### src/rtl/evt_irq_pkg.sv
`timescale 1ns/1ps
// Package: shared register map, source encodings and status layout for the
// event code matcher. Assumes at most eight interrupt channels (map spacing).
package evt_irq_pkg;

    localparam int ADDR_W = 6;
    localparam int REG_W  = 16;
    localparam int SEL_W  = 4;
    localparam int NUM_COND = 9;   // sources 1..9 come from timing pulses

    // Interrupt trigger selection values
    typedef enum logic [SEL_W-1:0] {
        SRC_NULL         = 4'd0,
        SRC_START        = 4'd1,
        SRC_REVOLUTION   = 4'd2,
        SRC_TYPE_MATCH   = 4'd3,
        SRC_TURN_OUT     = 4'd4,
        SRC_DLY_ENABLED  = 4'd5,
        SRC_DLY_TRIGGER  = 4'd6,
        SRC_DLY_TERMINAL = 4'd7,
        SRC_TURN_TRIGGER = 4'd8,
        SRC_PERIODIC     = 4'd9,
        SRC_CODE_MATCH   = 4'd10
    } src_sel_e;

    // Status/ID register layout, MSB first
    typedef struct packed {
        logic       pend_autoclr;
        logic       flag_autoclr;
        logic       flag;
        logic       pending;
        logic       enable;
        logic [2:0] level;
        logic [7:0] vector;
    } irq_stat_t;

    localparam int ST_FLAG_BIT = 13;

    // Word address map
    localparam logic [ADDR_W-1:0] A_CODE_BASE = 6'h00;
    localparam logic [ADDR_W-1:0] A_SEEN_BASE = 6'h10;
    localparam logic [ADDR_W-1:0] A_SEL_BASE  = 6'h20;
    localparam logic [ADDR_W-1:0] A_STAT_BASE = 6'h28;
    localparam logic [ADDR_W-1:0] A_LAST      = 6'h30;
    localparam logic [ADDR_W-1:0] A_CTRL      = 6'h31;

endpackage

### src/rtl/evt_code_cmp.sv
`timescale 1ns/1ps
// Module: evt_code_cmp
// Holds NUM_CODES programmable code slots and compares every valid event
// against all of them in parallel. Assumes the write index is already
// decoded by the parent; the hit output is combinational from the inputs.
module evt_code_cmp #(
    parameter int NUM_CODES = 16,
    parameter int CODE_W    = 8
) (
    input  logic                          clk,
    input  logic                          rst_n,
    input  logic                          wr_en,
    input  logic [$clog2(NUM_CODES)-1:0]  wr_idx,
    input  logic [CODE_W-1:0]             wr_code,
    input  logic                          evt_valid,
    input  logic [CODE_W-1:0]             evt_code,
    output logic                          hit,
    output logic [NUM_CODES*CODE_W-1:0]   codes_flat
);
    localparam int IDX_W = $clog2(NUM_CODES);

    logic [NUM_CODES-1:0] slot_hit;

    for (genvar g = 0; g < NUM_CODES; g++) begin : g_slot
        logic [CODE_W-1:0] code_q;

        // Slot register: load on a write addressed to this slot
        always_ff @(posedge clk) begin
            if (!rst_n)
                code_q <= '0;
            else if (wr_en && (wr_idx == IDX_W'(g)))
                code_q <= wr_code;
        end

        assign slot_hit[g] = evt_valid && (code_q == evt_code);
        assign codes_flat[g*CODE_W +: CODE_W] = code_q;
    end

    // Any slot equal to the current event is a match
    always_comb hit = |slot_hit;

endmodule

### src/rtl/evt_seen_map.sv
`timescale 1ns/1ps
// Module: evt_seen_map
// One sticky bit per possible event code, grouped into WORD_W-bit words by
// the upper code bits. The host clears bits by writing ones; a same-cycle
// event on a bit being cleared keeps that bit set.
module evt_seen_map #(
    parameter int CODE_W = 8,
    parameter int WORD_W = 16
) (
    input  logic                                        clk,
    input  logic                                        rst_n,
    input  logic                                        evt_valid,
    input  logic [CODE_W-1:0]                           evt_code,
    input  logic                                        clr_en,
    input  logic [$clog2((2**CODE_W)/WORD_W)-1:0]       clr_word,
    input  logic [WORD_W-1:0]                           clr_mask,
    output logic [(2**CODE_W)-1:0]                      seen
);
    localparam int NUM_BITS  = 2**CODE_W;
    localparam int NUM_WORDS = NUM_BITS / WORD_W;
    localparam int WIDX_W    = $clog2(NUM_WORDS);
    localparam int LO_W      = $clog2(WORD_W);

    logic [WIDX_W-1:0] evt_word;
    logic [LO_W-1:0]   evt_bit;

    // Split the code into word index and bit-within-word
    always_comb begin
        evt_word = evt_code[CODE_W-1:LO_W];
        evt_bit  = evt_code[LO_W-1:0];
    end

    for (genvar w = 0; w < NUM_WORDS; w++) begin : g_word
        logic [WORD_W-1:0] set_v;
        logic [WORD_W-1:0] clr_v;
        logic [WORD_W-1:0] word_q;

        // Per-word set and clear masks for this cycle
        always_comb begin
            set_v = '0;
            if (evt_valid && (evt_word == WIDX_W'(w)))
                set_v[evt_bit] = 1'b1;
            clr_v = (clr_en && (clr_word == WIDX_W'(w))) ? clr_mask : '0;
        end

        // Word register: clear first, then set so a new event wins
        always_ff @(posedge clk) begin
            if (!rst_n)
                word_q <= '0;
            else
                word_q <= (word_q & ~clr_v) | set_v;
        end

        assign seen[w*WORD_W +: WORD_W] = word_q;
    end

endmodule

### src/rtl/evt_irq_chan.sv
`timescale 1ns/1ps
// Module: evt_irq_chan
// One interrupt channel: trigger select register, status/ID register and
// the pending and flag state. A trigger in the same cycle as any clear
// wins. Assumes write strobes are decoded and single-cycle.
module evt_irq_chan
    import evt_irq_pkg::*;
#(
    parameter int N_COND = NUM_COND
) (
    input  logic                clk,
    input  logic                rst_n,
    input  logic [N_COND-1:0]   cond,
    input  logic                code_hit,
    input  logic                sel_we,
    input  logic                st_we,
    input  logic [REG_W-1:0]    wdata,
    input  logic                clr_req,
    input  logic                ack,
    output logic [SEL_W-1:0]    sel_q,
    output logic [REG_W-1:0]    stat_rd,
    output logic                src_fire,
    output logic                code_irq,
    output logic                irq
);
    logic [7:0] vector_q;
    logic [2:0] level_q;
    logic       enable_q;
    logic       pending_q;
    logic       flag_q;
    logic       flag_ac_q;
    logic       pend_ac_q;
    logic       set_pend;
    logic       unused_wbit;
    irq_stat_t  stat;

    // Pending is read-only through the write path
    assign unused_wbit = wdata[12];

    // Trigger multiplexer: null, timing pulses 1..N_COND, or code match
    always_comb begin
        src_fire = 1'b0;
        if (sel_q == SRC_CODE_MATCH)
            src_fire = code_hit;
        else
            for (int k = 0; k < N_COND; k++)
                if (sel_q == SEL_W'(k + 1))
                    src_fire = cond[k];
    end

    // A trigger only requests service when the channel is enabled
    always_comb begin
        set_pend = src_fire && enable_q;
        code_irq = set_pend && (sel_q == SRC_CODE_MATCH);
    end

    // Trigger select register
    always_ff @(posedge clk) begin
        if (!rst_n)
            sel_q <= '0;
        else if (sel_we)
            sel_q <= wdata[SEL_W-1:0];
    end

    // Host-writable status fields
    always_ff @(posedge clk) begin
        if (!rst_n) begin
            vector_q  <= '0;
            level_q   <= '0;
            enable_q  <= 1'b0;
            flag_ac_q <= 1'b0;
            pend_ac_q <= 1'b0;
        end else if (st_we) begin
            vector_q  <= wdata[7:0];
            level_q   <= wdata[10:8];
            enable_q  <= wdata[11];
            flag_ac_q <= wdata[14];
            pend_ac_q <= wdata[15];
        end
    end

    // Pending bit: set by an enabled trigger, cleared by control or auto-clear ack
    always_ff @(posedge clk) begin
        if (!rst_n)
            pending_q <= 1'b0;
        else if (set_pend)
            pending_q <= 1'b1;
        else if (clr_req || (ack && pend_ac_q))
            pending_q <= 1'b0;
    end

    // Flag bit: set by any trigger, cleared by write-one or auto-clear ack
    always_ff @(posedge clk) begin
        if (!rst_n)
            flag_q <= 1'b0;
        else if (src_fire)
            flag_q <= 1'b1;
        else if ((st_we && wdata[ST_FLAG_BIT]) || (ack && flag_ac_q))
            flag_q <= 1'b0;
    end

    // Assemble the readable status word
    always_comb begin
        stat.pend_autoclr = pend_ac_q;
        stat.flag_autoclr = flag_ac_q;
        stat.flag         = flag_q;
        stat.pending      = pending_q;
        stat.enable       = enable_q;
        stat.level        = level_q;
        stat.vector       = vector_q;
        stat_rd           = stat;
        irq               = pending_q;
    end

endmodule

### src/rtl/evt_irq_core.sv
`timescale 1ns/1ps
// Module: evt_irq_core (top)
// Event code matcher with a seen-code map, a last-interrupt-code register
// and NUM_IRQ interrupt channels behind a word-addressed register port.
// Assumes NUM_CODES <= 16, NUM_IRQ <= 8 and the map in evt_irq_pkg.
module evt_irq_core
    import evt_irq_pkg::*;
#(
    parameter int NUM_CODES = 16,
    parameter int CODE_W    = 8,
    parameter int NUM_IRQ   = 2,
    parameter int N_COND    = NUM_COND
) (
    input  logic                 clk,
    input  logic                 rst_n,
    input  logic                 evt_valid,
    input  logic [CODE_W-1:0]    evt_code,
    input  logic [N_COND-1:0]    timing_cond,
    input  logic [NUM_IRQ-1:0]   irq_ack,
    output logic [NUM_IRQ-1:0]   irq_req,
    input  logic                 wr_en,
    input  logic [ADDR_W-1:0]    wr_addr,
    input  logic [REG_W-1:0]     wr_data,
    input  logic [ADDR_W-1:0]    rd_addr,
    output logic [REG_W-1:0]     rd_data
);
    localparam int IDX_W     = $clog2(NUM_CODES);
    localparam int NUM_BITS  = 2**CODE_W;
    localparam int NUM_WORDS = NUM_BITS / REG_W;
    localparam int WIDX_W    = $clog2(NUM_WORDS);
    localparam logic [ADDR_W-1:0] CODE_END = A_CODE_BASE + ADDR_W'(NUM_CODES);
    localparam logic [ADDR_W-1:0] SEEN_END = A_SEEN_BASE + ADDR_W'(NUM_WORDS);

    logic                          match_hit;
    logic [NUM_CODES*CODE_W-1:0]   codes_flat;
    logic [NUM_BITS-1:0]           seen_flat;
    logic                          code_wr;
    logic                          seen_clr;
    logic [IDX_W-1:0]              code_idx;
    logic [WIDX_W-1:0]             seen_idx;
    logic [NUM_IRQ-1:0]            sel_we;
    logic [NUM_IRQ-1:0]            st_we;
    logic [NUM_IRQ-1:0]            clr_req;
    logic [NUM_IRQ-1:0]            src_fire;
    logic [NUM_IRQ-1:0]            code_irq;
    logic [NUM_IRQ-1:0]            chan_en;
    logic [NUM_IRQ-1:0]            chan_pac;
    logic [NUM_IRQ*SEL_W-1:0]      chan_sel;
    logic [NUM_IRQ*REG_W-1:0]      chan_stat;
    logic [CODE_W-1:0]             last_code;

    // Write address decode into per-target strobes
    always_comb begin
        code_wr  = wr_en && (wr_addr >= A_CODE_BASE) && (wr_addr < CODE_END);
        code_idx = IDX_W'(wr_addr - A_CODE_BASE);
        seen_clr = wr_en && (wr_addr >= A_SEEN_BASE) && (wr_addr < SEEN_END);
        seen_idx = WIDX_W'(wr_addr - A_SEEN_BASE);
        for (int c = 0; c < NUM_IRQ; c++) begin
            sel_we[c]  = wr_en && (wr_addr == A_SEL_BASE  + ADDR_W'(c));
            st_we[c]   = wr_en && (wr_addr == A_STAT_BASE + ADDR_W'(c));
            clr_req[c] = wr_en && (wr_addr == A_CTRL) && wr_data[c];
        end
    end

    evt_code_cmp #(
        .NUM_CODES (NUM_CODES),
        .CODE_W    (CODE_W)
    ) u_cmp (
        .clk        (clk),
        .rst_n      (rst_n),
        .wr_en      (code_wr),
        .wr_idx     (code_idx),
        .wr_code    (wr_data[CODE_W-1:0]),
        .evt_valid  (evt_valid),
        .evt_code   (evt_code),
        .hit        (match_hit),
        .codes_flat (codes_flat)
    );

    evt_seen_map #(
        .CODE_W (CODE_W),
        .WORD_W (REG_W)
    ) u_seen (
        .clk       (clk),
        .rst_n     (rst_n),
        .evt_valid (evt_valid),
        .evt_code  (evt_code),
        .clr_en    (seen_clr),
        .clr_word  (seen_idx),
        .clr_mask  (wr_data),
        .seen      (seen_flat)
    );

    for (genvar c = 0; c < NUM_IRQ; c++) begin : g_chan
        evt_irq_chan #(
            .N_COND (N_COND)
        ) u_chan (
            .clk      (clk),
            .rst_n    (rst_n),
            .cond     (timing_cond),
            .code_hit (match_hit),
            .sel_we   (sel_we[c]),
            .st_we    (st_we[c]),
            .wdata    (wr_data),
            .clr_req  (clr_req[c]),
            .ack      (irq_ack[c]),
            .sel_q    (chan_sel[c*SEL_W +: SEL_W]),
            .stat_rd  (chan_stat[c*REG_W +: REG_W]),
            .src_fire (src_fire[c]),
            .code_irq (code_irq[c]),
            .irq      (irq_req[c])
        );
        assign chan_en[c]  = chan_stat[c*REG_W + 11];
        assign chan_pac[c] = chan_stat[c*REG_W + 15];
    end

    // Last-interrupt code: captured when a code match raises any channel
    always_ff @(posedge clk) begin
        if (!rst_n)
            last_code <= '0;
        else if (|code_irq)
            last_code <= evt_code;
    end

    // Combinational register read multiplexer
    always_comb begin
        rd_data = '0;
        for (int i = 0; i < NUM_CODES; i++)
            if (rd_addr == A_CODE_BASE + ADDR_W'(i))
                rd_data = REG_W'(codes_flat[i*CODE_W +: CODE_W]);
        for (int w = 0; w < NUM_WORDS; w++)
            if (rd_addr == A_SEEN_BASE + ADDR_W'(w))
                rd_data = seen_flat[w*REG_W +: REG_W];
        for (int c = 0; c < NUM_IRQ; c++) begin
            if (rd_addr == A_SEL_BASE + ADDR_W'(c))
                rd_data = REG_W'(chan_sel[c*SEL_W +: SEL_W]);
            if (rd_addr == A_STAT_BASE + ADDR_W'(c))
                rd_data = chan_stat[c*REG_W +: REG_W];
        end
        if (rd_addr == A_LAST)
            rd_data = REG_W'(last_code);
    end

endmodule

### config.mk
export PLATFORM = sky130hd
export DESIGN_NAME = evt_irq_core
export DESIGN_NICKNAME = d
export VERILOG_FILES = /design/src/rtl/evt_irq_pkg.sv /design/src/rtl/evt_code_cmp.sv /design/src/rtl/evt_seen_map.sv /design/src/rtl/evt_irq_chan.sv /design/src/rtl/evt_irq_core.sv
export SDC_FILE = /design/constraint.sdc
export NUM_CORES = 1
export LEC_CHECK = 0
export CAP_MARGIN = 0
export CELL_PAD_IN_SITES_DETAIL_PLACEMENT = 0
export CELL_PAD_IN_SITES_GLOBAL_PLACEMENT = 2
export CORE_MARGIN = 4
export CORE_UTILIZATION = 30
export CTS_CLUSTER_SIZE = 40
export DETAILED_ROUTE_END_ITERATION = 10
export DONT_BUFFER_PORTS = 1
export MAX_ROUTING_LAYER = met4
export PLACE_DENSITY = 0.73
export SYNTH_ARGS = -nofsm -noshare
export SYNTH_HDL_FRONTEND = slang
export SYNTH_HIERARCHICAL = 1
export SYNTH_SLANG_ARGS = --single-unit
### constraint.sdc
create_clock -name clk -period 7.17 [get_ports clk]
set_clock_uncertainty 0.2 [all_clocks]
set_input_delay 1.0755 -clock clk [delete_from_list [all_inputs] [get_ports clk]]
set_output_delay 1.0755 -clock clk [all_outputs]
set_load 0.05 [all_outputs]
### Word level (Yosys, flattened, before mapping)

Cells that the tools add are included.

| operators by class | value |
|---|---|
| $add $sub $neg | 1 |
| magnitude comparators | 6 |
| equality and inequality tests | 122 |
| muxes and demuxes | 99 |
| bitwise gates (word level) | 48 |
| reductions and logical operators | 100 |

Operators by type and width:

| operator | count |
|---|---|
| 16-bit two-way mux | 68 |
| 16-bit AND | 16 |
| 16-bit NOT | 16 |
| 16-bit OR | 16 |
| 8-bit == test | 16 |
| 4-bit == test (second input constant) | 30 |
| 6-bit by 5-bit == test with 1-bit output (second input constant) | 16 |
| 1-bit logical AND | 86 |
| 4-bit by 3-bit == test with 1-bit output (second input constant) | 20 |
| 6-bit == test (second input constant) | 10 |
| 6-bit by 4-bit == test with 1-bit output (second input constant) | 8 |
| 4-bit by 2-bit == test with 1-bit output (second input constant) | 10 |
| 1-bit two-way mux | 29 |
| 6-bit by 3-bit == test with 1-bit output (second input constant) | 4 |
| 4-bit by 1-bit == test with 1-bit output (second input constant) | 5 |
| 16-bit OR reduction | 1 |
| 6-bit by 2-bit == test with 1-bit output (second input constant) | 2 |
| 4-bit logical NOT | 3 |
| 8-bit two-way mux | 1 |
| 2-bit nonzero test | 4 |
| 6-bit by 1-bit == test with 1-bit output (second input constant) | 1 |
| 6-bit by 1-bit >= comparator with 1-bit output (second input constant) | 1 |
| 6-bit by 5-bit >= comparator with 1-bit output (second input constant) | 1 |
| 6-bit logical NOT | 1 |
| 8 further kinds | 11 |

| word-level totals | value |
|---|---|
| register bits after elaboration | 432 |
| bits of input ports | 51 |
| output and inout bits | 18 |
| logic and storage cells | 425 |

### Longest topological paths before layout

Gate-level depths: netlist of the first run.

| logic depth | value |
|---|---|
| depth in word-level cells | 38 |
| gate-level depth with buffers | 12 |

### Hierarchy

The synthesis of the first run kept the hierarchy.

By module, submodules not included:

| module | instances | cells each | area an instance (um^2) |
|---|---|---|---|
| evt_seen_map | 1 | 1006 | 9983.3 |
| evt_code_cmp | 1 | 630 | 6622.6 |
| evt_irq_core | 1 | 697 | 4843.4 |
| evt_irq_chan | 2 | 92 | 933.4 |

### Least setup slack after synthesis of the first run

No wires, ideal clock.

| path | value |
|---|---|
| path type | input port to output port |
| from | in rd_addr[0] |
| to | out rd_data[11] |
| arrival | 3.510 ns |
| data required time | 5.894 ns |
| setup slack | 2.384 ns |
| cell stages on the path | 11 |
| path through | buf_6 -> buf_6 -> buf_4 -> nor2b_1 -> clkbuf_1 -> a22oi_1 -> nor2_1 -> a21oi_1 -> nand3_1 -> a21oi_1 -> o21ai_0 |

| between the ends | value |
|---|---|
| longest elaborated chain between the ends | 36 |
| elaborated cells on any way between the ends | 70 |
| those cells by class | 35 x eq/ne; 35 x mux |

Ends and longest elaborated chain:

| item | line | text |
|---|---|---|
| start: declaration | evt_irq_core.sv:24 | `input logic [ADDR_W-1:0] rd_addr,` |
| 6-bit by 2-bit == test with 1-bit output | evt_irq_core.sv:129 | `if (rd_addr == A_CODE_BASE + ADDR_W'(i))` |
| 16-bit two-way mux (14 in series) | evt_irq_core.sv:129 |  |
| 16-bit two-way mux (16 in series) | evt_irq_core.sv:132 | `if (rd_addr == A_SEEN_BASE + ADDR_W'(w))` |
| 16-bit two-way mux | evt_irq_core.sv:135 | `if (rd_addr == A_SEL_BASE + ADDR_W'(c))` |
| 16-bit two-way mux | evt_irq_core.sv:137 | `if (rd_addr == A_STAT_BASE + ADDR_W'(c))` |
| 16-bit two-way mux | evt_irq_core.sv:135 |  |
| 16-bit two-way mux | evt_irq_core.sv:137 |  |
| 16-bit two-way mux (*) | evt_irq_core.sv:140 | `if (rd_addr == A_LAST)` |
| end: declaration | evt_irq_core.sv:25 | `output logic [REG_W-1:0] rd_data` |

Mark *: on every way between the ends. The rest lies on a longest branch, timed or not.

### Worst setup path in the final report of the first run

| path | value |
|---|---|
| from | in rd_addr[5] |
| to | out rd_data[7] |

| between the ends | value |
|---|---|
| longest elaborated chain between the ends | 38 |
| elaborated cells on any way between the ends | 74 |
| those cells by class | 36 x eq/ne; 37 x mux; 1 x reduce/logical |

Ends and longest elaborated chain:

| item | line |
|---|---|
| 6-bit logical NOT | evt_irq_core.sv:129 |
| 8-bit two-way mux | evt_irq_core.sv:129 |
| 16-bit two-way mux (15 in series) | evt_irq_core.sv:129 |
| 16-bit two-way mux (16 in series) | evt_irq_core.sv:132 |
| 16-bit two-way mux | evt_irq_core.sv:135 |
| 16-bit two-way mux | evt_irq_core.sv:137 |
| 16-bit two-way mux | evt_irq_core.sv:135 |
| 16-bit two-way mux | evt_irq_core.sv:137 |
| 16-bit two-way mux (*) | evt_irq_core.sv:140 |

Marked as above.

==> results of run 1 <==
-- final cells by class --
type / count / area, sq um
antenna: 3 / 7.507
clock inverter: 16 / 191.4
clock buffer: 72 / 1413
tap: 1030 / 1289
inverter: 11 / 41.29
timing repair buffer: 28 / 210.2
sequential: 432 / 8648
fill: 7892 / 51340
multi-input combinational: 1826 / 13320
-- cell usage in the layout (no fill, tap or decap), types with 27 or more instances in the layout --
cell type and count:
clkbuf_16 49, nand2_1 106, o21ai_0 221, xor2_1 72
a22oi_1 27, o211ai_1 170, nor2b_1 173, nand3b_1 43
dfxtp_1 432, buf_4 28, xnor2_1 56, mux2i_1 196
o211ai_2 30, nor2_1 83, a32o_1 66, a21oi_1 71
o21ai_1 41, nand3_1 112
-- registers in the layout (all words and copies together), names as in the netlist, 6 cells and up --
signal / flops
u_seen/g_word.word_q: 256
u_cmp/g_slot.code_q: 128
g_chan.u_chan/vector_q: 16
g_chan.u_chan/sel_q: 8
last_code: 8
g_chan.u_chan/level_q: 6
-- power groups by stage --
stage,clock (mW),sequential (mW),combinational [mW]
floorplan,0,2.46,0.312
global placement,0,2.47,0.279
detailed placement,0,2.47,0.279
CTS,2.62,2.41,0.281
global route,2.71,2.41,0.299
finish,2.58,2.41,0.287
-- critical path: stages --
cell,delay [ps]
or4b_1,870
nor2_1,210
buf_4,190
a311o_1,140
a221oi_1,50
a311oi_1,690
nor3_1,170
o211ai_1,390
buf_4,270
-- per-stage QoR --
| stage | setup slack (ps) | area, sq um | util (%) |
|---|---|---|---|
| after CTS | 1866 | 25110 | 32.84 |
| after floorplan | 2384 | 23300 | - |
| after detailed placement | 1893 | 23510 | 30.75 |
| final | 1803 | 25120 | 32.85 |
| after global placement | 1876 | 23510 | 30.75 |
| after global routing | 1748 | 25110 | 32.84 |
-- worst min-delay path by stage --
| stage | cells after the start | to | from | slack [ps] |
|---|---|---|---|---|
| floorplan | 2 | last_code[6]$_SDFFE_PN0P_ | last_code[6]$_SDFFE_PN0P_ | 240 |
| CTS | 2 | last_code[0]$_SDFFE_PN0P_ | last_code[0]$_SDFFE_PN0P_ | 270 |
| global route | 2 | last_code[4]$_SDFFE_PN0P_ | last_code[4]$_SDFFE_PN0P_ | 290 |
| global placement | 2 | last_code[0]$_SDFFE_PN0P_ | last_code[0]$_SDFFE_PN0P_ | 250 |
| detailed placement | 2 | last_code[0]$_SDFFE_PN0P_ | last_code[0]$_SDFFE_PN0P_ | 260 |
| finish | 2 | last_code[0]$_SDFFE_PN0P_ | last_code[0]$_SDFFE_PN0P_ | 270 |
-- metal layers --
layer | track usage, % | wire, um
met4 | 10.63 | 5389
met1 | 30.72 | 41840
met2 | 38.48 | 46530
met5 | - | 0
met3 | 2.875 | 6172
==> metrics.cfg, run 1 <==
[pwr]
powerDensity_mw_per_mm2 = 210.3
p_int_mw = 3.996
power_switching_mw = 1.286
switching_share_pct = 24.35
power_mw = 5.282
clockPowerShare_pct = 48.9
seqPwrFrac_pct = 45.7
vdd_ir_drop_max_mv = 0.1631
leakagePower_nw = 8.105
comb_power_share_pct = 5.4

[detailed_routing]
firstDrtPassIters = 6
finalWirelength_um = 99940
drt_iter0_drc = 2279
vias_per_cell = 6.009
num_vias = 20540
drc_errors = 0
wl_per_cell_um = 29.24
detail-route-antenna-nets = 0

[sta]
setup_viol = 0
finalSetupTns_ps = 0
period_share_pct = 74.85
finalHoldViolCount = 0
rsz0062_at_grt = no
max-slew-margin-rel_pct = -6.172
fmax_ghz = 0.1863
slew_violations = 85
holdWs_ps = 269.0
fin_crit_ps = 5367
worst_pin_slew_ps = 1593

[grt]
grt.total_usage_pct = 24.07
grt_pass1_vias = 19840
grt_pass1_wl_um = 143600
antenna_found_initial = 1
overflow = 0
grt_max_degree = 443

[synthesis]
syn_area_sq_mm = 0.02330
syn-instance-count = 2513
synthesis.nets = 2564
avgSynthCellArea_sq_um = 9.270
ys_warn_count = 6

[clock_tree]
hold_buffers = 0
insertion_delay_ps = 620
post_cts_buffers = 0
clock_sinks = 432
cts_resized = 0
clk_pin_slew_ps = 60
root_buffer = clkbuf_16
cts_buffers = 49
clockBufferDepth = 3
cts_max_level = 2
cts_tree = done

[worst_setup_path]
reg2reg_from = u_cmp/g_slot[4].code_q[7]$_SDFFE_PN0P_
crit_required_ps = 5890
ff2ff_path_depth = 10
endpoint = rd_data[7]
critPathKind = input pin to output pin
rrSetupSlack_ps = 3880
startpoint_type = input pin
r2r-end = last_code[6]$_SDFFE_PN0P_
worstSetupStartpoint = rd_addr[5]
cp.arrival_ps = 4090
cp-end-kind = output pin
cp_max_fo = 24

[floorplan]
die_h_um = 286.7
die_w_um = 286.7
die-area_sq_mm = 0.08218
start_util_pct = 30.47
core_sq_mm = 0.07645
pin_count = 69
rows = 101

[cells_and_area]
final_cells = 3418
nets = 2399
drive_above_1_share_pct = 9.518
area_growth_pct = 7.820

[place]
dp_hpwl_um = 64940
numPlacedInstances = 3327
port_buffers = 0
gp_congestion = 0.9311

[run_status]
status = finished with violations
violations = max-slew violations

[hold_path]
hold_path.class = flop to flop

[flow_run]
cap_viol_max_count = 0

Power figures use the tool's default switching activity.
==> run 2: changes to the inputs <==
clock period = 5.4 ns   (was 7.17 ns; I/O delays follow)
==> metrics.cfg, run 2 (same netlist as run 1, synthesis figures left out) <==
[place]
port_buffers = 0
dp_hpwl_um = 65410
numPlacedInstances = 3340
dpl_cell_area_sq_mm = 0.02361
gp_congestion = 0.9190

[clock_tree]
clockBufferDepth = 3
hold_buffers = 0
insertion_delay_ps = 610
root_buffer = clkbuf_16
post_cts_buffers = 0
clk_pin_slew_ps = 60
cts_max_level = 2
cts_tree = done
clock_sinks = 432
cts_resized = 0
cts_buffers = 48

[cells_and_area]
final_cells = 3429
fin_area_sq_mm = 0.02534
layout_commonest_cell = dfxtp_1
seqCellArea_sq_mm = 0.008648
nets = 2411
reg_top3 = u_seen/g_word.word_q: 256 flops, u_cmp/g_slot.code_q: 128 flops, g_chan.u_chan/vector_q: 16 flops
area_growth_pct = 8.760
regMostFlops = u_seen/g_word.word_q
drive_above_1_share_pct = 10.26
largest_reg_flops = 256
multi_input_area_sq_mm = 0.01332
fin_util_pct = 33.14
nFillCells = 7865
final_cell_mix = 432 x dfxtp_1, 221 x o21ai_0, 196 x mux2i_1

[detailed_routing]
drt_iter0_drc = 2279
drc_errors = 0
vias_per_cell = 6.027
firstDrtPassIters = 5
num_vias = 20670
wl_per_cell_um = 29.33
detail-route-antenna-nets = 0
finalWirelength_um = 100600

[sta]
holdWs_ps = 179.1
rsz0062_at_grt = no
finalSetupTns_ps = 0
setup_viol = 0
fmax_ghz = 0.2153
slew_violations = 0
fin_crit_ps = 4644
finalHoldViolCount = 0
worst_pin_slew_ps = 1234
period_share_pct = 86.00
max-slew-margin-rel_pct = 17.45

[pwr]
p_int_mw = 5.516
clockPowerShare_pct = 50.3
vdd_ir_drop_max_mv = 0.2375
comb_power_share_pct = 5.3
seqPwrFrac_pct = 44.4
powerDensity_mw_per_mm2 = 285.2
switching_share_pct = 23.67
leakagePower_nw = 8.230
power_switching_mw = 1.711

[hold_path]
hp-start = evt_code[5]
hold_path.class = input pin to flop

[worst_setup_path]
cpMostUsedCell = o221ai_1
crit_slowest_cell = nand2b_1
startpoint_type = input pin
cp-end-kind = output pin
worstSetupStartpoint = rd_addr[0]
critPathKind = input pin to output pin
cp_slowest_stage_delay_ps = 650
path_cells = nand2b_1, o221ai_1, o311a_1, o311ai_1, a221oi_1, o221ai_1, a221o_1
crit_required_ps = 4390
cp.arrival_ps = 3630
reg2reg_from = u_cmp/g_slot[4].code_q[7]$_SDFFE_PN0P_
cp_max_fo = 150

[floorplan]
die_w_um = 286.7
start_util_pct = 30.47
pin_count = 69
die_h_um = 286.7
die-area_sq_mm = 0.08218
rows = 101
core_sq_mm = 0.07645

[grt]
grt.total_usage_pct = 24.29
grt_pass1_wl_um = 145600
grt_pass1_vias = 20240
grt_max_degree = 443
antenna_found_initial = 1
overflow = 0

[flow_run]
cap_viol_max_count = 0

[run_status]
status = finished, final reports clean

==> run 2: cell type report <==
class | instances | area share, %
clock buffers | 68 | 5.595
diodes | 2 | 0.01975
multi-input cells | 1826 | 52.58
well taps | 1030 | 5.086
inverters | 11 | 0.1630
clock inverters | 19 | 1.205
repair buffers | 41 | 1.215
flip-flops and latches | 432 | 34.13
==> run 2: per-stage QoR <==
stage | power [mW] | setup slack [ps]
4_1_cts | 7.275 | 1028
3_5_place_dp | 3.652 | 1063
6_report | 7.227 | 756.0
3_3_place_gp | 3.650 | 1054
5_1_grt | 7.412 | 851.3
2_1_floorplan | 3.686 | 1145
==> run 2: path summary, 6_finish.rpt <==
path                            slack (ps)  cells after the start                         to
worst max-delay path                   760                      7                 rd_data[2]
worst max register to register        1990                     10  last_code[2]$_SDFFE_PN0P_
worst min-delay path                   180                      2  last_code[5]$_SDFFE_PN0P_
worst min register to register         270                      2  last_code[0]$_SDFFE_PN0P_
==> run 2: critical path: cells and delay by family <==
kind	cells	cell delay [ps]
AO/OA/AOI/OAI	6	1990
AND/OR/NAND/NOR	1	650
==> run 2: power by group through the flow <==
stage               sequential, mW  clock, mW  combinational, mW
floorplan                     3.27          0              0.414
global placement              3.28          0              0.374
detailed placement            3.28          0              0.376
CTS                           3.20       3.69              0.378
global route                  3.20       3.81              0.402
finish                        3.21       3.64              0.386
==> run 2: metal layers <==
metal	wire length, um	share of wire (%)	global-route usage [%]	vias up
met5	0	0	-	-
met4	5601	5.6	11.41	0
met3	6203	6.2	3.352	241
met2	47140	47	39.16	871
met1	41610	41	30.16	10440
li1	-	-	-	9113
==> run 3: changes to the inputs <==
CORE_MARGIN = 2   (was 4)
==> metrics.cfg, run 3 (same netlist as run 1, synthesis figures left out) <==
[run_status]
status = finished, final reports clean

[sta]
slew_violations = 0
period_share_pct = 88.45
max-slew-margin-rel_pct = 10.54
holdWs_ps = 172.8
finalHoldViolCount = 0
worst_pin_slew_ps = 1338
finalSetupTns_ps = 0
fmax_ghz = 0.2094
fin_crit_ps = 4776
rsz0062_at_grt = no
setup_viol = 0

[worst_setup_path]
critPathKind = input pin to output pin
startpoint_type = input pin
cp-end-kind = output pin
cp_slowest_stage_delay_ps = 680
crit_slowest_cell = nand2b_1
cpMostUsedCell = o221ai_1
path_cells = nand2b_1, o221ai_1, o311a_1, o311ai_1, a221oi_1, o221ai_1, a221o_1, buf_4
cp_max_fo = 150
cp.arrival_ps = 3770
crit_required_ps = 4390

[floorplan]
start_util_pct = 30.17
rows = 102
die_w_um = 282.7
core_sq_mm = 0.07721
die_h_um = 282.7
pin_count = 69
die-area_sq_mm = 0.07990

[cells_and_area]
layout_commonest_cell = dfxtp_1
final_cells = 3443
drive_above_1_share_pct = 10.41
final_cell_mix = 432 x dfxtp_1, 221 x o21ai_0, 196 x mux2i_1
reg_top3 = u_seen/g_word.word_q: 256 flops, u_cmp/g_slot.code_q: 128 flops, g_chan.u_chan/vector_q: 16 flops
area_growth_pct = 9.034
regMostFlops = u_seen/g_word.word_q
nets = 2415
largest_reg_flops = 256
fin_util_pct = 32.90
nFillCells = 8019

[pwr]
leakagePower_nw = 8.252
vdd_ir_drop_max_mv = 0.2061
power_mw = 7.263
powerDensity_mw_per_mm2 = 285.9

[clock_tree]
cts_max_level = 2
cts_buffers = 48
root_buffer = clkbuf_16
clk_pin_slew_ps = 60
cts_tree = done
clockBufferDepth = 3
clock_sinks = 432
cts_resized = 0
insertion_delay_ps = 610
hold_buffers = 0
post_cts_buffers = 0

[grt]
grt_pass1_wl_um = 143400
grt_pass1_vias = 20010
grt_max_degree = 443
grt.total_usage_pct = 25.23
antenna_found_initial = 3
overflow = 0

[detailed_routing]
vias_per_cell = 6.007
finalWirelength_um = 100500
drc_errors = 0
wl_met1_um = 41630
detail-route-antenna-nets = 0
num_vias = 20680
wl_per_cell_um = 29.19
drt_iter0_drc = 2332
top_layer_used = met4
met3_length_um = 5912
wl_met2_um = 47810
firstDrtPassIters = 6

[place]
port_buffers = 0
dp_hpwl_um = 65590
gp_congestion = 0.9151
numPlacedInstances = 3354

[hold_path]
hold_path.class = input pin to flop

[flow_run]
cap_viol_max_count = 0

[run 3: changes by cell type in the layout (fill, tap and decap cells not counted), moves of 2 or more]
| cell | before | now |
|---|---|---|
| clkbuf_8 | 12 | 8 |
| bufinv_16 | 7 | 9 |
| buf_4 | 41 | 45 |
| clkinv_16 | 0 | 2 |
| inv_16 | 2 | 0 |
[run 3: metrics by stage]
stage,area [sq um],worst slack (ps)
4_1_cts,25400,926.3
3_3_place_gp,23650,914.4
5_1_grt,25400,724.7
3_5_place_dp,23650,938.5
2_1_floorplan,23300,1145
6_report,25400,623.6
[run 3: final cells by class]
type,count,area [sq um],area share [%]
multi-input cells,1826,13320,52.45
flip-flops and latches,432,8648,34.05
clock buffers,63,1338,5.266
well taps,1040,1301,5.123
clock inverters,24,406.6,1.601
repair buffers,45,337.8,1.330
inverters,11,41.29,0.1626
diodes,2,5.005,0.01970
[run 3: final timing paths]
path | startpoint | end | slack (ps) | cells past startpoint
max | rd_addr[0] | rd_data[2] | 620 | 8
min reg2reg | u_seen/g_word[10].word_q[3]$_SDFF_PN0_ | u_seen/g_word[10].word_q[3]$_SDFF_PN0_ | 280 | 2
min | rst_n | g_chan[0].u_chan/flag_q$_SDFFE_PN0P_ | 170 | 2
max reg2reg | u_cmp/g_slot[4].code_q[7]$_SDFFE_PN0P_ | last_code[5]$_SDFFE_PN0P_ | 2100 | 10
[run 3: metal layers]
layer	track usage, %	up-vias
li1	-	9107
met1	31.08	10480
met2	41.06	854
met3	3.221	246
met4	11.65	0
met5	-	-
[run 3: worst max-delay path, delay by kind of cell]
family | cells | cell delay, ps
AOI/OAI and AO/OA | 6 | 1940
buffers and inverters | 1 | 200
and+or+nand+nor | 1 | 680
[run 3: where the power goes]
part | total, mW | leakage, nW | switching (mW) | internal, mW
combinational | 0.389 | 3.93 | 0.237 | 0.152
clock | 3.67 | 0.847 | 1.48 | 2.19
sequential | 3.20 | 3.48 | 0.00932 | 3.20
